## config.mk

```make
export PLATFORM = sky130hd
export DESIGN_NAME = edge_vote_pd
export DESIGN_NICKNAME = d
export VERILOG_FILES = /design/src/rtl/evpd_pkg.sv /design/src/rtl/evpd_decide.sv /design/src/rtl/evpd_retime.sv /design/src/rtl/evpd_integ.sv /design/src/rtl/edge_vote_pd.sv
export SDC_FILE = /design/constraint.sdc
export NUM_CORES = 1
export LEC_CHECK = 0
export ABC_AREA = 1
export CORE_MARGIN = 2
export CORE_UTILIZATION = 51
export CTS_CLUSTER_SIZE = 12
export DETAILED_ROUTE_END_ITERATION = 6
export GPL_TIMING_DRIVEN = 0
export PLACE_DENSITY_LB_ADDON = 0.15
export SYNTH_ARGS = -nofsm -noshare
export SYNTH_HDL_FRONTEND = slang
export SYNTH_SLANG_ARGS = --single-unit
```

## constraint.sdc

```tcl
create_clock -name clk -period 5.5 [get_ports clk]
set_clock_uncertainty 0.2 [all_clocks]
set_input_delay 1.1 -clock clk [delete_from_list [all_inputs] [get_ports clk]]
set_output_delay 1.1 -clock clk [all_outputs]
set_load 0.03 [all_outputs]
```

## src/rtl/evpd_pkg.sv

```systemverilog
package evpd_pkg;

  // Outcome of one three-sample vote
  typedef enum logic [1:0] {
    VOTE_NONE  = 2'd0,
    VOTE_LATE  = 2'd1,
    VOTE_EARLY = 2'd2
  } vote_e;

  // A and B equal: no edge, T ignored.
  // Otherwise T agreeing with A means the clock sampled ahead of the edge.
  function automatic vote_e vote3(input logic a, input logic t, input logic b);
    if (a == b)      return VOTE_NONE;
    else if (t == a) return VOTE_EARLY;
    else             return VOTE_LATE;
  endfunction

endpackage

```

## src/rtl/evpd_decide.sv

```systemverilog
module evpd_decide
  import evpd_pkg::*;
(
  input  logic  clk,
  input  logic  rst_n,
  input  logic  a_i,
  input  logic  t_i,
  input  logic  b_i,
  input  logic  gate_i,
  output vote_e vote_o,
  output logic  up_o,
  output logic  dn_o
);

  vote_e vote_w;
  logic  up_d, dn_d;

  always_comb begin
    vote_w = vote3(a_i, t_i, b_i);
    up_d   = gate_i && (vote_w == VOTE_LATE);
    dn_d   = gate_i && (vote_w == VOTE_EARLY);
  end

  always_ff @(posedge clk or negedge rst_n) begin
    if (!rst_n) begin
      up_o <= 1'b0;
      dn_o <= 1'b0;
    end else begin
      up_o <= up_d;
      dn_o <= dn_d;
    end
  end

  assign vote_o = vote_w;

endmodule

```

## src/rtl/evpd_retime.sv

```systemverilog
module evpd_retime #(
  parameter int DLY = 1
) (
  input  logic clk,
  input  logic rst_n,
  input  logic d_i,
  output logic q_o
);

  logic [DLY-1:0] pipe;

  generate
    if (DLY == 1) begin : g_single
      always_ff @(posedge clk or negedge rst_n) begin
        if (!rst_n) pipe <= '0;
        else        pipe <= d_i;
      end
    end else begin : g_chain
      always_ff @(posedge clk or negedge rst_n) begin
        if (!rst_n) pipe <= '0;
        else        pipe <= {pipe[DLY-2:0], d_i};
      end
    end
  endgenerate

  assign q_o = pipe[DLY-1];

endmodule

```

## src/rtl/evpd_integ.sv

```systemverilog
module evpd_integ #(
  parameter int IW = 8
) (
  input  logic                 clk,
  input  logic                 rst_n,
  input  logic                 clr_i,
  input  logic                 inc_i,
  input  logic                 dec_i,
  output logic signed [IW-1:0] acc_o,
  output logic                 at_max_o,
  output logic                 at_min_o
);

  localparam logic signed [IW-1:0] ACC_MAX = {1'b0, {(IW-1){1'b1}}};
  localparam logic signed [IW-1:0] ACC_MIN = {1'b1, {(IW-1){1'b0}}};

  // One saturating move of the count
  function automatic logic signed [IW-1:0] sat_move(
    input logic signed [IW-1:0] cur,
    input logic up,
    input logic dn
  );
    if (up && cur != ACC_MAX)      return cur + IW'(1);
    else if (dn && cur != ACC_MIN) return cur - IW'(1);
    else                           return cur;
  endfunction

  logic signed [IW-1:0] acc_q;

  always_ff @(posedge clk or negedge rst_n) begin
    if (!rst_n)     acc_q <= '0;
    else if (clr_i) acc_q <= '0;
    else            acc_q <= sat_move(acc_q, inc_i, dec_i);
  end

  assign acc_o    = acc_q;
  assign at_max_o = (acc_q == ACC_MAX);
  assign at_min_o = (acc_q == ACC_MIN);

endmodule

```

## src/rtl/edge_vote_pd.sv

```systemverilog
module edge_vote_pd
  import evpd_pkg::*;
#(
  parameter int IW   = 8,
  parameter int PW   = 4,
  parameter int STEP = 1
) (
  input  logic          clk,
  input  logic          rst_n,
  input  logic          smp_a,
  input  logic          smp_t,
  input  logic          smp_b,
  input  logic          freq_ok,
  input  logic          integ_clr,
  output logic          data_out,
  output logic          pulse_up,
  output logic          pulse_dn,
  output logic [PW-1:0] prop_step,
  output logic [IW-1:0] integ_acc
);

  localparam logic signed [PW-1:0] STEP_POS = PW'(STEP);
  localparam logic signed [PW-1:0] STEP_NEG = -STEP_POS;

  // Named internal events for the checker
  vote_e                vote_now;
  logic                 acc_at_max;
  logic                 acc_at_min;
  logic signed [IW-1:0] acc_w;

  evpd_decide u_decide (
    .clk    (clk),
    .rst_n  (rst_n),
    .a_i    (smp_a),
    .t_i    (smp_t),
    .b_i    (smp_b),
    .gate_i (freq_ok),
    .vote_o (vote_now),
    .up_o   (pulse_up),
    .dn_o   (pulse_dn)
  );

  evpd_retime #(.DLY(1)) u_retime (
    .clk   (clk),
    .rst_n (rst_n),
    .d_i   (smp_a),
    .q_o   (data_out)
  );

  evpd_integ #(.IW(IW)) u_integ (
    .clk      (clk),
    .rst_n    (rst_n),
    .clr_i    (integ_clr),
    .inc_i    (pulse_up),
    .dec_i    (pulse_dn),
    .acc_o    (acc_w),
    .at_max_o (acc_at_max),
    .at_min_o (acc_at_min)
  );

  always_comb begin
    if (pulse_up)      prop_step = STEP_POS;
    else if (pulse_dn) prop_step = STEP_NEG;
    else               prop_step = '0;
  end

  assign integ_acc = acc_w;

endmodule

```

==> results.ini, run 1 <==
[outcome]
status=complete, no violations

[global_routing]
grt_use_total=0.243
overflow=0
busiest_layer=met2
use_met2=0.420
use_met1=0.303
grt_pass1_vias=825
grt_max_degree=15
grt_util_met3=0.0640
grt_pass1_wl_mm=3.57
antenna_found_initial=0

[detailed_routing]
totalWireLength_mm=2.11
drc=0
via_per_inst=5.27
vias=854
antenna_left=0
firstDrtPassIters=4
wl_per_cell_um=13.0
drt-initial-drc-count=15

[power]
leakagePower_nw=0.560
peakVddDrop_mv=0.296
total_power_mw=0.437
power.density_nw_per_um2=389

[floorplan]
dieArea_sq_um=2040
core_area_sq_um=1540
rows=14
die_x_um=45.2
initial_core_util=0.562
io_pins=22
die_y_um=45.2

[min_path]
hold_class=register to register

[placement]
hpwl_mm=1.63
port_buffers=21
place_area_sq_um=1100
place_congestion=0.819

[timing]
setup_tns_ns=0
setup_viol=0
rsz0062_at_grt=false
worst_hold_slack_ns=0.431
finalHoldViolations=0
period_needed_ns=3.11
slew_headroom=0.658
tightest_slew_ns=0.512
slew_viol_final=0
max_freq_mhz=322
fin_crit_sh=0.565

[logic_synthesis]
avgSynthCellArea_sq_um=7.16
synth_area_leader_cell=dfrtp_1
synth_cells=121
ys_seq_area_frac=0.318
ys_warn_count=0
synthTopCellsByArea=dfrtp_1 (32%), nand2_1 (16%), ha_1 (8.7%)
synth_nets=135
yosysUniqueCellTypes=22
ys_seq_elements=11
synth_top_area_share=0.318
synth.cell_area_sq_um=866

[clock_network]
cts_root_buf=clkbuf_4
clk-insertion-delay-late_ns=0.29
cts_sinks=11
post_cts_resized=0
path_clk_slew_ns=0.09
cts.path.max_buffers=2
htree_levels=1
cts_inserted_buffers=3
cts_tree=built
hold_buffers=0
cts_setup_buffers=0

[finish]
stdcell_area_sq_um=1120
final_cell_mix=nand2_1 (37), clkdlybuf4s50_1 (21), inv_1 (19)
layout_commonest_cell=nand2_1
antennaDiodeCount=0
nets=161
drive_above_1_share=0.103
area_growth_pct=29.8

[worst_setup_path]
cpMaxStageDelayCell=clkdlybuf4s50_1
cp.required_ns=4.20
cp_max_fo=5
path_cells=nor2_1, buf_4, clkdlybuf4s50_1
start_kind=register
worstSetupPathType=register to output port
worstPathArrival_ns=1.81
slowest_delay_ns=0.67
end_kind=output port

[run]
maxCapViolCount=0

==> sequential cells by signal (all words and copies together), names as in the netlist <==
name           flops
u_integ.acc_o      8
u_decide.dn_o      1
u_retime.q_o       1
u_decide.up_o      1
==> path summary, 6_finish.rpt <==
check | from | endpoint | slack (ns) | cells past startpoint
worst max-delay path | u_decide.up_o$_DFF_PN0_ | prop_step[2] | 2.39 | 3
worst min-delay path | u_integ.acc_o[3]$_DFFE_PN0P_ | u_integ.acc_o[3]$_DFFE_PN0P_ | 0.43 | 2
worst max register to register | u_integ.acc_o[2]$_DFFE_PN0P_ | u_integ.acc_o[6]$_DFFE_PN0P_ | 3.13 | 12
worst min register to register | u_integ.acc_o[3]$_DFFE_PN0P_ | u_integ.acc_o[3]$_DFFE_PN0P_ | 0.43 | 2
max in group asynchronous | rst_n | u_integ.acc_o[0]$_DFFE_PN0P_ | 3.79 | 1
min in group asynchronous | rst_n | u_integ.acc_o[4]$_DFFE_PN0P_ | 0.94 | 1
==> cells by family after synthesis <==
| group | synth area share |
|---|---|
| AOI/OAI and AO/OA | 0.0853 |
| and+or+nand+nor | 0.338 |
| adders and majority gates | 0.110 |
| buffers and inverters | 0.108 |
| xor gates and xnor gates | 0.0405 |
| DFF | 0.318 |
==> metrics by stage <==
| step | setup slack [ns] | util | cells |
|---|---|---|---|
| floorplan | 2.84 | - | 121 |
| global placement | 2.79 | 0.711 | 158 |
| detailed placement | 2.74 | 0.711 | 158 |
| CTS | 2.42 | 0.729 | 162 |
| global route | 2.36 | 0.729 | 162 |
| finish | 2.39 | 0.729 | 162 |
==> per-layer routing <==
metal  up-vias  part of all wire
met4         0            0.0047
met1       384              0.45
met2        32              0.50
met5         -                 0
li1        436                 -
met3         2             0.045
==> cell type report <==
type,instances,area (sq um)
multi-input combinational,87,497
inverter,21,78.8
clock inverter,1,5.00
sequential,11,275
timing repair buffer,21,210
fill,135,418
buffer,2,15.0
clock buffer,3,22.5
tap,16,20.0
==> critical path: cells and delay by family (launching register included) <==
family | cells | cell delay [ns]
buffers and inverters | 2 | 0.82
DFF | 1 | 0.45
and+or+nand+nor | 1 | 0.25
==> where the power goes <==
part / internal [mW] / total, mW / switching [mW]
clock network: 0.0270 / 0.0591 / 0.0321
registers: 0.0970 / 0.121 / 0.0238
logic: 0.102 / 0.257 / 0.155
==> synthesized netlist by cell type (all sizes together) <==
cell type / number
inv: 21
a21oi: 4
fa: 1
o21ai: 7
xnor2: 1
ha: 6
nand4: 5
nand2: 41
dfrtp: 11
nand3: 8
a21boi: 1
xor2: 3
nor2: 8
buf: 2
nand3b: 2
Power figures use the tool's default switching activity.
==> run 2, diff against run 1 <==
--- a/config.mk
+++ b/config.mk
@@ -7,7 +7,7 @@
 export LEC_CHECK = 0
 export ABC_AREA = 1
 export CORE_MARGIN = 2
-export CORE_UTILIZATION = 51
+export CORE_UTILIZATION = 48
 export CTS_CLUSTER_SIZE = 12
 export DETAILED_ROUTE_END_ITERATION = 6
 export GPL_TIMING_DRIVEN = 0
==> constraint.sdc (replaced) <==
create_clock -name clk -period 2.95 [get_ports clk]
set_clock_uncertainty 0.2 [all_clocks]
set_input_delay 0.59 -clock clk [delete_from_list [all_inputs] [get_ports clk]]
set_output_delay 0.59 -clock clk [all_outputs]
set_load 0.03 [all_outputs]
==> run 2 against run 1 <==
Routed wire length down 12%; final cell count up 5.6%; register-to-register slack worse by 2.5 ns; core utilization down 6.5 points.
==> results.ini, run 2 (synthesis results as in run 1) <==
[finish]
final_cell_mix=nand2_1 (37), clkdlybuf4s50_1 (21), inv_1 (19)
n_fill_cell=163
layout.cells.non_filler=171
area_growth_pct=30.9
antennaDiodeCount=0
nets=161
largest_register_ffs=8
drive_above_1_share=0.0959
stdcell_area_sq_um=1130
layout_commonest_cell=nand2_1

[timing]
fin_crit_sh=0.847
tightest_slew_ns=0.491
slew_headroom=0.671
slew_viol_final=0
period_needed_ns=2.50
setup_viol=0
setup_tns_ns=0
rsz0062_at_grt=false
max_freq_mhz=400
finalHoldViolations=0

[clock_network]
cts_setup_buffers=0
cts.path.max_buffers=2
hold_buffers=0
cts_tree=built
post_cts_resized=0
cts_inserted_buffers=3
htree_levels=1
cts_root_buf=clkbuf_4
clk-insertion-delay-late_ns=0.28
path_clk_slew_ns=0.07
cts_sinks=11

[worst_setup_path]
end_kind=output port
worstPathArrival_ns=1.71
cpMaxStageDelayCell=clkdlybuf4s50_1
slowest_delay_ns=0.65
path_cells=nor2_1, buf_4, clkdlybuf4s50_1
path_delay_family=buffers and inverters
worstSetupPathType=register to output port
reg2regPathDepth=12
r2r_slack_ns=0.63
start_kind=register
r2r_start=u_integ.acc_o[2]$_DFFE_PN0P_
crit_end=prop_step[2]
critPathLaunch=u_decide.up_o$_DFF_PN0_
cp_max_fo=5
crit_buf_inv=2
reg2reg_to=u_integ.acc_o[6]$_DFFE_PN0P_
cp.depth=3
cp.required_ns=2.16

[placement]
port_buffers=21
hpwl_mm=1.47
dp.cells=167
place_congestion=0.828
place_area_sq_um=1110

[detailed_routing]
drc=0
vias=812
antenna_left=0
totalWireLength_mm=1.86
via_per_inst=4.75
firstDrtPassIters=2
drt-initial-drc-count=3
wl_per_cell_um=10.9

[floorplan]
rows=15
io_pins=22
core_area_sq_um=1710
dieArea_sq_um=2160
die_x_um=46.5
die_y_um=46.5
initial_core_util=0.507

[global_routing]
grt_pass1_wl_mm=3.29
overflow=0
grt_pass1_vias=752
grt_max_degree=15
grt_use_total=0.226
antenna_found_initial=0

[run]
maxCapViolCount=0

[outcome]
status=complete, no violations

[min_path]
hold_class=register to register

[power]
leakagePower_nw=0.557
power.density_nw_per_um2=705
peakVddDrop_mv=0.380

[run 2: changes by cell type in the layout (fill, tap and decap cells not counted), sizes merged]
cell,change
clkinv,-1
clkbuf,+1
[run 2: worst min path at each step]
stage | endpoint | slack (ns) | cells after the start | startpoint
6_report | u_integ.acc_o[7]$_DFFE_PN0P_ | 0.43 | 2 | u_integ.acc_o[7]$_DFFE_PN0P_
2_1_floorplan | u_decide.dn_o$_DFF_PN0_ | 0.09 | 0 | rst_n
3_3_place_gp | u_integ.acc_o[4]$_DFFE_PN0P_ | 0.41 | 2 | u_integ.acc_o[4]$_DFFE_PN0P_
4_1_cts | u_integ.acc_o[7]$_DFFE_PN0P_ | 0.43 | 2 | u_integ.acc_o[7]$_DFFE_PN0P_
5_1_grt | u_integ.acc_o[3]$_DFFE_PN0P_ | 0.45 | 2 | u_integ.acc_o[3]$_DFFE_PN0P_
3_5_place_dp | u_integ.acc_o[7]$_DFFE_PN0P_ | 0.42 | 2 | u_integ.acc_o[7]$_DFFE_PN0P_
[run 2: layout make-up]
type / count / area (sq um) / area share
multi-input cells: 87 / 497 / 0.438
flip-flops and latches: 11 / 275 / 0.243
repair buffers: 21 / 210 / 0.185
inverters: 21 / 78.8 / 0.0695
well taps: 25 / 31.3 / 0.0276
clock buffers: 4 / 26.3 / 0.0232
plain buffers: 2 / 15.0 / 0.0132
[run 2: worst register-to-register path, stage by stage (launching register included)]
cell,delay [ns]
dfrtp_1,0.43
nand2_1,0.08
nor2_1,0.18
nand2_2,0.11
nand2_4,0.18
inv_1,0.08
fa_1,0.42
o21ai_1,0.22
nand2_1,0.10
nand2_1,0.07
nand2_1,0.04
nand3_1,0.08
nand2_1,0.05
[run 2: report_power, final]
group          internal [mW]  total (mW)  switching (mW)
registers              0.181       0.223          0.0425
logic                  0.191       0.470           0.279
clock network         0.0525       0.106          0.0532
total                  0.425       0.799           0.374
[run 2: per-layer routing]
layer  GRT usage  wire (um)  up-vias
met5           0          0        -
met4      0.0857         34        0
met3      0.0706         77        5
met2       0.358        873       15
met1       0.287        876      363
li1            -          -      429
[run 2: per-stage QoR]
stage	setup WS, ns	util	hold WS, ns	total power [mW]
detailed placement	0.654	0.648	0.416	0.697
CTS	0.426	0.664	0.425	0.809
floorplan	0.720	-	0.0944	0.556
global route	0.346	0.664	0.454	0.883
finish	0.452	0.664	0.428	0.799
global placement	0.672	0.648	0.407	0.688
